$ cat config.mk
export PLATFORM = sky130hd
export DESIGN_NAME = vseg_decoder
export DESIGN_NICKNAME = d
export VERILOG_FILES = /design/src/rtl/vseg_decoder.sv
export SDC_FILE = /design/constraint.sdc
export NUM_CORES = 1
export LEC_CHECK = 0
export BUFFER_PORTS_ARGS = -buffer_cell sky130_fd_sc_hd__buf_2
export CAP_MARGIN = 20
export CORE_AREA = 2 2 107 109
export DETAILED_ROUTE_END_ITERATION = 8
export DIE_AREA = 0 0 109 111
export REMOVE_ABC_BUFFERS = 1
export SLEW_MARGIN = 20
export SYNTH_ARGS = -nofsm -noshare
export SYNTH_HDL_FRONTEND = slang
export SYNTH_SLANG_ARGS = --single-unit
$ cat constraint.sdc
create_clock -name clk -period 3.25 [get_ports clk]
set_clock_uncertainty 0.05 [all_clocks]
set_input_delay 0.65 -clock clk [delete_from_list [all_inputs] [get_ports clk]]
set_output_delay 0.65 -clock clk [all_outputs]
set_load 0.005 [all_outputs]
$ cat src/rtl/vseg_decoder.sv
module vseg_decoder (
  input  logic        clk,
  input  logic        rst_n,
  input  logic        req_valid,
  input  logic [31:0] req_vaddr,
  input  logic        req_write,
  input  logic        req_user,
  input  logic        req_errlvl,
  input  logic        tlb_match,
  input  logic        tlb_valid,
  input  logic        tlb_dirty,
  input  logic [31:0] tlb_paddr,
  input  logic [31:0] context_in,
  input  logic [31:0] entryhi_in,
  output logic        tlb_lookup,
  output logic        xlat_ok,
  output logic [31:0] paddr,
  output logic        perm_rd,
  output logic        perm_wr,
  output logic        exc_valid,
  output logic [4:0]  exc_code,
  output logic        exc_refill,
  output logic [31:0] bad_vaddr,
  output logic [31:0] context_out,
  output logic [31:0] entryhi_out
);

  logic direct_win, bad_addr, pass_thru, mapped, tlb_fail, fault;
  logic [4:0] code_nxt;

  assign direct_win = req_vaddr[31:30] == 2'b10 && !req_user;
  assign bad_addr   = req_user && req_vaddr[31];
  assign pass_thru  = !req_vaddr[31] && req_errlvl && req_user;
  assign mapped     = !bad_addr && !pass_thru && !direct_win;
  assign tlb_fail   = !tlb_match || !tlb_valid || (req_write && !tlb_dirty);
  assign fault      = req_valid && (bad_addr || (mapped && tlb_fail));

  assign tlb_lookup = req_valid && mapped;
  assign xlat_ok    = req_valid && !fault;
  assign perm_rd    = xlat_ok;
  assign perm_wr    = xlat_ok && (mapped ? tlb_dirty : 1'b1);

  always_comb begin
    if (direct_win)     paddr = {3'b000, req_vaddr[28:0]};
    else if (pass_thru) paddr = req_vaddr;
    else                paddr = tlb_paddr;
  end

  always_comb begin
    if (bad_addr)                       code_nxt = req_write ? 5'd5 : 5'd4;
    else if (!tlb_match || !tlb_valid)  code_nxt = req_write ? 5'd3 : 5'd2;
    else                                code_nxt = 5'd1;
  end

  always_ff @(posedge clk) begin
    if (!rst_n) begin
      exc_valid   <= 1'b0;
      exc_code    <= '0;
      exc_refill  <= 1'b0;
      bad_vaddr   <= '0;
      context_out <= '0;
      entryhi_out <= '0;
    end else begin
      exc_valid <= fault;
      if (fault) begin
        exc_code    <= code_nxt;
        exc_refill  <= !bad_addr && !tlb_match;
        bad_vaddr   <= req_vaddr;
        context_out <= {context_in[31:23], req_vaddr[31:13], 4'b0000};
        entryhi_out <= {req_vaddr[31:13], 5'b00000, entryhi_in[7:0]};
      end
    end
  end

  a_r1_user_upper_rejected: assert property (@(posedge clk) disable iff (!rst_n)
    req_valid && req_user && req_vaddr[31] |-> !tlb_lookup && !xlat_ok
      ##1 exc_valid && (exc_code == 5'd4 || exc_code == 5'd5));

  a_r3_r4_direct_window: assert property (@(posedge clk) disable iff (!rst_n)
    req_valid && !req_user && req_vaddr[31:30] == 2'b10 |->
      xlat_ok && perm_wr && !tlb_lookup && paddr == (req_vaddr & 32'h1FFF_FFFF));

  a_r5_upper_kernel_lookup: assert property (@(posedge clk) disable iff (!rst_n)
    req_valid && !req_user && req_vaddr[31:30] == 2'b11 |-> tlb_lookup);

  a_r7_refill_codes: assert property (@(posedge clk) disable iff (!rst_n)
    exc_refill && exc_valid |-> exc_code == 5'd2 || exc_code == 5'd3);

  a_r10_status_fields: assert property (@(posedge clk) disable iff (!rst_n)
    exc_valid |-> context_out[22:4] == bad_vaddr[31:13]
      && entryhi_out[31:13] == bad_vaddr[31:13] && entryhi_out[12:8] == 5'd0);

  a_r11_hold_without_fault: assert property (@(posedge clk) disable iff (!rst_n)
    !exc_valid |-> $stable(bad_vaddr) && $stable(context_out) && $stable(entryhi_out));

  a_r11_pulse_follows_reject: assert property (@(posedge clk) disable iff (!rst_n)
    req_valid && !xlat_ok |=> exc_valid);

endmodule

Word-level counts from Yosys, hierarchy flattened
Index checks and enable logic that the tools add are counted.

Equal/unequal tests: 1. Muxes and demuxes: 7. Reduce and logical (&&, ||, !) cells: 25.

Operators by type and width (count): two-way mux 32 bit (2); logical AND 1 bit (13); logical NOT 1 bit (9); logical OR 1 bit (3); two-way mux 1 bit (3); two-way mux 3 bit (1); == test 2 bit (second input constant) (1); two-way mux 2 bit (1).

Flip-flop bits (word level): 94. Output and inout port bits: 139. Logic and storage cells: 39.

Depth between registers and ports, before layout
Gate-level depths: netlist (run 1).

Depth in word-level cells: 12. Mapped depth: 8. Mapped depth without buffers: 4.

Least setup slack after synthesis (run 1)
No wires, ideal clock.

Path type: input to output. Start: input req_user. End: output xlat_ok. Arrival: 1.935 ns. Slack: 0.615 ns. Stages on the path: 7. Cells stage by stage: buf_2 > or3b_1 > o21a_1 > buf_2 > buf_1 > a21oi_1 > buf_4.

Cells in the longest elaborated chain, start to end: 9. Elaborated cells on any way between the ends: 14.

Ends and longest elaborated chain: from (decl) (RTL line 7) `input logic req_user,`; logical AND 1 bit (tied with other cells) (RTL line 32) `assign bad_addr = req_user && req_vaddr[31];`; logical NOT 1 bit / logical AND 1 bit (equally long branches) (RTL line 34, 31); logical AND 1 bit / logical NOT 1 bit (equally long branches) (RTL line 34) `assign mapped = !bad_addr && !pass_thru && !direct_win;`; logical AND 1 bit (RTL line 34); logical AND 1 bit (RTL line 36) `assign fault = req_valid && (bad_addr || (mapped && tlb_fail));`; logical OR 1 bit (*) (RTL line 36); logical AND 1 bit (*) (RTL line 36); logical NOT 1 bit (*) (RTL line 39) `assign xlat_ok = req_valid && !fault;`; logical AND 1 bit (*) (RTL line 39); to (decl) (RTL line 16) `output logic xlat_ok,`.

Every way passes the cells marked *; elsewhere a longest branch is shown, timed or not.

Final worst setup path (run 1)
Start: input req_vaddr[31]. End: output paddr[14].

Cells in the longest elaborated chain, start to end: 5. Elaborated cells on any way between the ends: 7.

Ends and longest elaborated chain: from (decl) (RTL line 5) `input logic [31:0] req_vaddr,`; logical NOT 1 bit (RTL line 33) `assign pass_thru = !req_vaddr[31] && req_errlvl && req_user;`; logical AND 1 bit (2 in a row) (RTL line 33); two-way mux 32 bit (RTL line 45) `else if (pass_thru) paddr = req_vaddr;`; two-way mux 32 bit (*) (RTL line 44) `if (direct_win) paddr = {3'b000, req_vaddr[28:0]};`; to (decl) (RTL line 17) `output logic [31:0] paddr,`.

Marks and branches as above.

==> key figures, run 1 <==
Final layout
  • Most frequent cells in the layout: buf_2, nand2_1, dfxtp_1
  • Final core occ: 0.3597
  • Area delta synth->final: 32.50%
  • NumNets Final: 641
  • Ant. Diodes: 0
  • Post-Layout Inst Area: 3984 µm²
  • Layout cells sized above 1: 0.4693
  • Most common cell after layout, fill and taps aside: buf_2

Clocking
  • Num Clock Sinks: 54
  • Max H-tree Level: 2
  • Root Buffer: clkbuf_16
  • Total setup buffers inserted after CTS: 0
  • CTS tree: built
  • Hold Buf Count CTS: 0
  • Gates resized, CTS repair: 0
  • Reg clk slew, reported paths: 0.07 ns
  • Inserted Clock Buffers: 5
  • CTS Buffer Depth: 2
  • Worst-Skew Late Latency: 0.28 ns

Logic synthesis
  • Yosys reg bits: 54
  • Ys flop type: dfxtp_1
  • Avg Cell Area, Syn: 8.791 µm²
  • Register area share after synthesis: 0.3596
  • Synthesized instance count: 342
  • Yosys Warn Count: 0
  • Post-Synthesis Cell Area: 3007 µm²
  • Post-synth EDFFs: 0
  • Synth cell types: 25
  • Async SR Flop Fraction: 0

Drt
  • Violation count after the first detailed-route iteration: 94
  • Router iterations before antenna repair: 4
  • Remaining DRCs: 0
  • DR vias: 2791
  • Final wirelength: 7.359 mm
  • DRT antenna net count: 0
  • WL/cell: 11.36 µm
  • Detail-routed via count per cell: 4.307

STA
  • Rel. slew slack: 0.3458
  • Final setup TNS: 0 ns
  • RSZ-0062 raised after global routing: false
  • Final slew viol count: 0
  • # setup viols final: 0
  • Final Hold Viols: 0
  • Worst Tran Pin Value: 0.9814 ns
  • Fin crit share: 0.8442
  • Final hold slack: 0.4058 ns
  • Max Fclk: 364.5 MHz
  • Setup WS post-layout: 0.5062 ns
  • Min Tclk post-route: 2.744 ns

Worst setup path
  • CP Data Arrival Time: 2.04 ns
  • CP endpoint kind: output port
  • Crit-path max FO: 24
  • WS Path Type: input port to output port
  • CP startpoint kind: input port
  • WP data required: 2.55 ns

Floorplan
  • Rows: 39
  • Starting density of the core: 0.2714
  • Boundary pin count: 276
  • Die Wd: 109 µm
  • Die area: 12100 µm²
  • Core footprint: 11080 µm²
  • Die H: 111 µm

Hold path
  • Worst Hold Class: register to register

Global route
  • First-pass GRT wire length: 11.34 mm
  • Vias in the first global route: 2471
  • Grt ovf: 0
  • Initial antenna violation count: 0
  • Total GRT Usage: 0.1134
  • Largest net degree at the start of global routing: 107

Place
  • Port bufs: 217
  • Placer Congestion: 0.7375
  • Placed instance area: 3817 µm²
  • Dpl ws: 0.4575 ns
  • Dpl hpwl: 5.618 mm

Status
  • Status: completed

Pwr
  • Power Dens Cells: 434.2 nW/µm²
  • Max IR drop VDD: 0.0002066 V
  • Leak Pwr: 2.151 nW

Run
  • Max-Cap Viols: 0
-- layout make-up --
type | instances | area, µm²
inverter | 2 | 7.507
clock buffer | 6 | 128.9
tap | 143 | 178.9
sequential | 54 | 1081
timing repair buffer | 219 | 1104
fill | 1168 | 7093
multi-input combinational | 222 | 1446
clock inverter | 2 | 37.54
-- metal layers --
layer  up-vias  global-route usage  part of all wire
met4         0             0.02051            0.0052
li1       1383                   -                 -
met5         -                   0                 0
met3         4             0.02410             0.085
met2       123              0.2170              0.53
met1      1281              0.1264              0.38
-- per-stage QoR --
step	instances	total power [W]
global placement	640	0.001144
global route	648	0.001834
floorplan	278	0.0009347
finish	648	0.001730
CTS	648	0.001768
detailed placement	640	0.001155
-- cell usage after synthesis (2+ instances only) --
cell type	count	share of area
a211oi_1	2	0.0050
a21oi_1	5	0.0083
and2_1	2	0.0042
and3_1	2	0.0042
buf_2	4	0.0067
buf_4	51	0.13
buf_6	6	0.022
clkbuf_1	12	0.015
dfxtp_1	54	0.36
inv_1	2	0.0025
mux2_1	20	0.075
mux2_2	9	0.034
mux2i_1	52	0.17
nand2_1	105	0.13
nand3_1	2	0.0033
nor3_1	2	0.0033
o21a_1	2	0.0050
o21ai_0	3	0.0050
-- power breakdown --
part	switching [W]	internal [W]	leakage, nW	total (W)
Clock	0.000234	0.000364	0.0771	0.000598
Combinational	0.000183	0.000203	1.63	0.000386
Sequential	0.0000323	0.000714	0.445	0.000746
Total	0.000449	0.00128	2.15	0.00173
-- cells by family (layout without fill, tap and decap cells) --
group | count (synthesis) | after routing | synth area share
flops | 54 | 54 | 0.3596
compound gates | 15 | 15 | 0.03079
other cells | 1 | 11 | 0.001247
buf+inv | 76 | 229 | 0.1752
simple gates | 115 | 115 | 0.1515
mux | 81 | 81 | 0.2817
-- worst paths after layout --
path	end	startpoint	cells past startpoint	slack, ns
max	paddr[14]	req_vaddr[31]	6	0.51
min	bad_vaddr[9]	bad_vaddr[9]	2	0.41
max reg2reg	bad_vaddr[25]	bad_vaddr[25]	2	2.51
min reg2reg	bad_vaddr[9]	bad_vaddr[9]	2	0.41
-- state kept, by name (all words and copies together), names as in the netlist --
signal / cells
exc_code: 3
bad_vaddr: 31
context_out: 10
exc_valid: 1
entryhi_out: 8
exc_refill: 1
-- worst max-delay path: stages --
cell and delay, ns:
buf_2 0.17, or3b_1 0.36, o21a_2 0.13, buf_4 0.23, mux2_1 0.35, buf_2 0.14
Note: power is estimated with default switching activity, not from simulation.
==> inputs of run 2 (changes only) <==
Settings changed: CORE_AREA 2 2 107 109 to 2 2 106 108, DIE_AREA 0 0 109 111 to 0 0 108 110, PLACE_DENSITY set to 0.66.
Clock period 3.25 ns to 2.5 ns, I/O delays scaled along.
==> key figures, run 2 (same netlist as run 1, synthesis figures left out) <==
Status
  • Status: completed

Global route
  • First-pass GRT wire length: 11.05 mm (-2.6%)
  • Vias in the first global route: 2365 (-4.3%)
  • Initial antenna violation count: 0 (unchanged)
  • Largest net degree at the start of global routing: 68 (-36%)
  • Total GRT Usage: 0.1170 (+0.003571)
  • Grt ovf: 0 (unchanged)

STA
  • Final hold slack: 0.3623 ns (-0.04356 ns)
  • Final Hold Viols: 0 (unchanged)
  • # setup viols final: 0 (unchanged)
  • Fin crit share: 0.9435
  • Final slew viol count: 0 (unchanged)
  • RSZ-0062 raised after global routing: false
  • Max Fclk: 424.0 MHz
  • Min Tclk post-route: 2.359 ns

Floorplan
  • Die area: 11880 µm² (-1.8%)
  • Starting density of the core: 0.2811 (+0.009619)
  • Boundary pin count: 276 (unchanged)
  • Core footprint: 10700 µm² (-3.4%)
  • Rows: 38 (-2.6%)
  • Die H: 110 µm (-0.90%)
  • Die Wd: 108 µm (-0.92%)

Drt
  • Final wirelength: 7.562 mm (+2.8%)
  • WL/cell: 11.67 µm (+2.8%)
  • Violation count after the first detailed-route iteration: 144 (+53%)
  • Detail-routed via count per cell: 4.338 (+0.72%)
  • Remaining DRCs: 0 (unchanged)
  • DRT antenna net count: 0 (unchanged)
  • Router iterations before antenna repair: 4 (unchanged)
  • DR vias: 2811 (+0.72%)

Final layout
  • Most frequent cells in the layout: buf_2, nand2_1, dfxtp_1
  • NumNets Final: 644 (+0.47%)
  • Final core occ: 0.3717 (+0.01204)
  • Top flop regs: bad_vaddr x31, context_out x10, entryhi_out x8
  • Largest Register: bad_vaddr
  • Area delta synth->final: 32.25%
  • Ant. Diodes: 0 (unchanged)
  • Most common cell after layout, fill and taps aside: buf_2
  • Max FFs per register: 31 (unchanged)
  • Layout cells sized above 1: 0.4744 (+0.005103)

Place
  • Placer Congestion: 0.7625 (+3.4%)
  • Dpl hpwl: 5.843 mm (+4.0%)
  • Port bufs: 217 (unchanged)

Run
  • Max-Cap Viols: 0 (unchanged)

Worst setup path
  • CP Data Arrival Time: 1.81 ns (-0.23 ns)
  • CP endpoint kind: output port
  • R2r worst-path depth: 3 (+1)
  • Worst r2r dst: exc_code[2]
  • Crit-path max FO: 20 (-17%)
  • Slowest-stage cell, CP: or3b_1
  • WP data required: 1.95 ns (-0.60 ns)
  • CP startpoint kind: input port
  • CP most frequent cell: buf_2
  • Reg2Reg Launch Point: exc_code[2]
  • CP Cell Sequence: buf_2, or3b_1, o21a_2, buf_12, mux2_1, buf_2
  • WS Path Type: input port to output port
  • Setup slack, reg-to-reg: 1.75 ns (-0.76 ns)
  • Max stage delay on crit path: 0.36 ns (about the same)

Hold path
  • WHS Path Cells: 3 (+1)
  • Worst Hold Class: input port to register
  • Hold Path End: context_out[26]
  • Hold_sp: context_in[26]

Clocking
  • Hold Buf Count CTS: 0 (unchanged)
  • Reg clk slew, reported paths: 0.11 ns (+0.04 ns)
  • Num Clock Sinks: 54 (unchanged)
  • Inserted Clock Buffers: 5 (unchanged)
  • Root Buffer: clkbuf_8
  • Total setup buffers inserted after CTS: 0 (unchanged)
  • Max H-tree Level: 2 (unchanged)
  • CTS tree: built
  • Gates resized, CTS repair: 0 (unchanged)
  • CTS Buffer Depth: 2 (unchanged)
  • Worst-Skew Late Latency: 0.30 ns (+0.02 ns)

Pwr
  • Power Dens Cells: 499.6 nW/µm² (+15%)
  • Max IR drop VDD: 0.0002081 V (+0.75%)
  • Final Power: 0.001987 W (+15%)
  • Leak Pwr: 2.152 nW (about the same)
run 2: worst max path at each step:
stage                  start           end  slack, ns  cells past startpoint
2_1_floorplan  req_vaddr[31]  bad_vaddr[0]      -1.28                      4
3_3_place_gp        req_user     paddr[13]       0.17                      6
3_5_place_dp        req_user     paddr[27]       0.13                      6
4_1_cts             req_user     paddr[27]       0.13                      6
5_1_grt             req_user     paddr[27]       0.08                      6
6_report            req_user     paddr[27]       0.14                      6
run 2: area by class of cell:
cell class	instances	area, µm²
fill	1120	6721
timing repair buffer	222	1176
inverter	2	7.507
multi-input combinational	222	1446
sequential	54	1081
clock inverter	3	21.27
clock buffer	5	68.82
tap	140	175.2
run 2: worst max-delay path: cells and delay by family:
| family | cells | cell delay (ns) |
|---|---|---|
| multiplexers | 1 | 0.32 |
| AND/OR/NAND/NOR | 1 | 0.36 |
| AO/OA/AOI/OAI | 1 | 0.17 |
| buffers and inverters | 3 | 0.45 |
run 2: power by group:
group / switching [W] / internal, W / total (W)
clock network: 0.000300 / 0.000198 / 0.000497
logic: 0.000244 / 0.000277 / 0.000521
registers: 0.0000410 / 0.000927 / 0.000968
total: 0.000585 / 0.00140 / 0.00199
run 2: stage by stage:
step | area [µm²] | setup slack (ns) | setup TNS (ns) | cells
after detailed placement | 3886 | 0.1331 | 0 | 640
after CTS | 3976 | 0.1310 | 0 | 648
final | 3976 | 0.1414 | 0 | 648
after global routing | 3976 | 0.08150 | 0 | 648
after floorplan | 2525 | -1.275 | -67.54 | 278
after global placement | 3886 | 0.1730 | 0 | 640
run 2: layer usage:
metal  track usage  routed length, µm  part of all wire
met1        0.1285               2970              0.39
met4       0.03846                 92             0.012
met3       0.02998                683             0.090
met5             0                  0                 0
met2        0.2192               3816              0.50
==> inputs of run 3 (changes only) <==
--- a/config.mk
+++ b/config.mk
@@ -7,2 +7,3 @@
 export LEC_CHECK = 0
+export ABC_AREA = 0
 export BUFFER_PORTS_ARGS = -buffer_cell sky130_fd_sc_hd__buf_2
@@ -10,2 +11,3 @@
 export CORE_AREA = 2 2 106 108
+export CTS_CLUSTER_DIAMETER = 200
 export DETAILED_ROUTE_END_ITERATION = 8
==> constraint.sdc (replaced) <==
create_clock -name clk -period 2.5 [get_ports clk]
set_clock_uncertainty 0.05 [all_clocks]
set_input_delay 0 -clock clk [delete_from_list [all_inputs] [get_ports clk]]
set_output_delay 0 -clock clk [all_outputs]
set_load 0.005 [all_outputs]
==> key figures, run 3 (same netlist as run 1, synthesis figures left out) <==
Status
  • Status: completed

Worst setup path
  • Slowest-stage cell, CP: dlygate4sd3_1
  • CP startpoint kind: input port
  • Crit-path max FO: 34 (+70%)
  • WS Path Type: input port to output port
  • Worst r2r dst: bad_vaddr[27]
  • CP Data Arrival Time: 2.02 ns (+0.21 ns)
  • CP Cell Sequence: dlygate4sd3_1, buf_2, or3b_1, o21a_2, buf_4, mux2_1, buf_2
  • CP most frequent cell: buf_2
  • Setup slack, reg-to-reg: 1.73 ns (-0.02 ns)
  • Worst Setup EP: paddr[6]
  • Reg2Reg Launch Point: bad_vaddr[27]
  • R2r worst-path depth: 2 (-1)
  • CP endpoint kind: output port
  • Max stage delay on crit path: 0.52 ns (+0.16 ns)
  • Crit path launch: req_vaddr[31]
  • WP data required: 2.45 ns (+0.50 ns)

Clocking
  • Num Clock Sinks: 54 (unchanged)
  • Worst-Skew Late Latency: 0.30 ns (about the same)
  • Root Buffer: clkbuf_8
  • CTS Buffer Depth: 2 (unchanged)
  • Reg clk slew, reported paths: 0.10 ns (about the same)
  • CTS tree: built
  • Gates resized, CTS repair: 0 (unchanged)
  • Max H-tree Level: 2 (unchanged)
  • Inserted Clock Buffers: 5 (unchanged)

STA
  • Final hold slack: 0.04157 ns (-0.3207 ns)
  • Fin crit share: 0.8293 (-0.1142)
  • Rel. slew slack: 0.3272
  • RSZ-0062 raised after global routing: false
  • Max Fclk: 482.4 MHz (+14%)
  • Final Hold Viols: 0 (unchanged)
  • Final setup TNS: 0 ns (unchanged)
  • Worst Tran Pin Value: 1.009 ns
  • Min Tclk post-route: 2.073 ns (-0.2855 ns)
  • # setup viols final: 0 (unchanged)
  • Final slew viol count: 0 (unchanged)

Drt
  • Violation count after the first detailed-route iteration: 126 (-13%)
  • DR vias: 3044 (+8.3%)
  • Final wirelength: 8.335 mm (+10%)
  • DRT antenna net count: 0 (unchanged)
  • Router iterations before antenna repair: 4 (unchanged)
  • Detail-routed via count per cell: 4.374 (+0.82%)
  • Remaining DRCs: 0 (unchanged)
  • WL/cell: 11.98 µm (+2.6%)

Floorplan
  • Rows: 38 (unchanged)
  • Die H: 110 µm (unchanged)
  • Core footprint: 10700 µm² (unchanged)
  • Die Wd: 108 µm (unchanged)
  • Die area: 11880 µm² (unchanged)
  • Boundary pin count: 276 (unchanged)
  • Starting density of the core: 0.2811 (unchanged)

Final layout
  • Layout Cells excl Fill: 696 (+7.4%)
  • Top flop regs: bad_vaddr x31, context_out x10, entryhi_out x8
  • Largest Register: bad_vaddr
  • Max FFs per register: 31 (unchanged)
  • Most frequent cells in the layout: buf_2, nand2_1, dfxtp_1
  • Area delta synth->final: 47.19%
  • NumNets Final: 692 (+7.5%)
  • Most common cell after layout, fill and taps aside: buf_2
  • Ant. Diodes: 0 (unchanged)
  • Final core occ: 0.4137 (+0.04199)
  • Layout cells sized above 1: 0.4263 (-0.04815)

Pwr
  • Max IR drop VDD: 0.0002286 V (+9.8%)
  • Leak Pwr: 2.334 nW (+8.4%)
  • Power Dens Cells: 469.0 nW/µm² (-6.1%)
  • Final Power: 0.002075 W (+4.5%)

Global route
  • Initial antenna violation count: 0 (unchanged)
  • First-pass GRT wire length: 12.25 mm (+11%)
  • Vias in the first global route: 2787 (+18%)
  • Total GRT Usage: 0.1284 (+0.01141)
  • Largest net degree at the start of global routing: 107 (+57%)
  • Grt ovf: 0 (unchanged)

Place
  • Port bufs: 217 (unchanged)
  • Placer Congestion: 0.7581 (-0.58%)
  • Dpl hpwl: 5.544 mm (-5.1%)
  • Placed insts: 636 (-0.63%)

Run
  • Max-Cap Viols: 0 (unchanged)

Hold path
  • Worst Hold Class: input port to register
  • Hold_sp: req_valid
[run 3: cell types whose count changed in the layout (fill, tap and decap cells not counted)]
cell,previous run,this run
dlygate4sd3_1,0,52
clkinv_2,1,0
clkinv_4,1,0
inv_6,0,1
clkbuf_8,5,6
buf_12,4,0
[run 3: worst min-delay path by stage]
stage                                 to  cells past startpoint
after global placement    entryhi_out[2]                      3
after global routing         exc_code[2]                      3
after CTS                    exc_code[2]                      3
after floorplan                paddr[29]                      1
final                        exc_code[2]                      3
after detailed placement  entryhi_out[2]                      3
[run 3: where the power goes]
group,leakage (nW),total [W],switching [W],internal [W]
clock,0.0478,0.000535,0.000306,0.000229
sequential,0.445,0.000970,0.0000425,0.000928
combinational,1.84,0.000570,0.000255,0.000316
[run 3: metal layers]
metal	share of wire	global-route usage
met5	0	0
met4	0.013	0.04212
met1	0.39	0.1298
met2	0.52	0.2552
met3	0.080	0.03233
[run 3: final cells by class]
cell class                      count  area [µm²]
Timing Repair Buffer              270        1617
Fill cell                        1046        6272
Sequential cell                    54        1081
Multi-Input combinational cell    222        1446
Inverter                            2       7.507
Clock buffer                        6       82.58
Tap cell                          140       175.2
Clock inverter                      2       16.27
[run 3: stage by stage]
stage	worst slack, ns	instance area [µm²]
2_1_floorplan	-0.7753	2525
3_3_place_gp	0.7928	3806
3_5_place_dp	0.7222	3806
4_1_cts	0.4376	4425
5_1_grt	0.3592	4425
6_report	0.4268	4425
[run 3: repair_timing]
item / CTS / global route
hold buffers: 52 / 0
hold endpoints to repair: 52 / 0
setup buffers: 0 / 0
[run 3: critical path: cells and delay by family]
family                 cells  cell delay [ns]
AO/OA/AOI/OAI              1             0.14
multiplexers               1             0.38
buffers and inverters      4             1.13
AND/OR/NAND/NOR            1             0.36
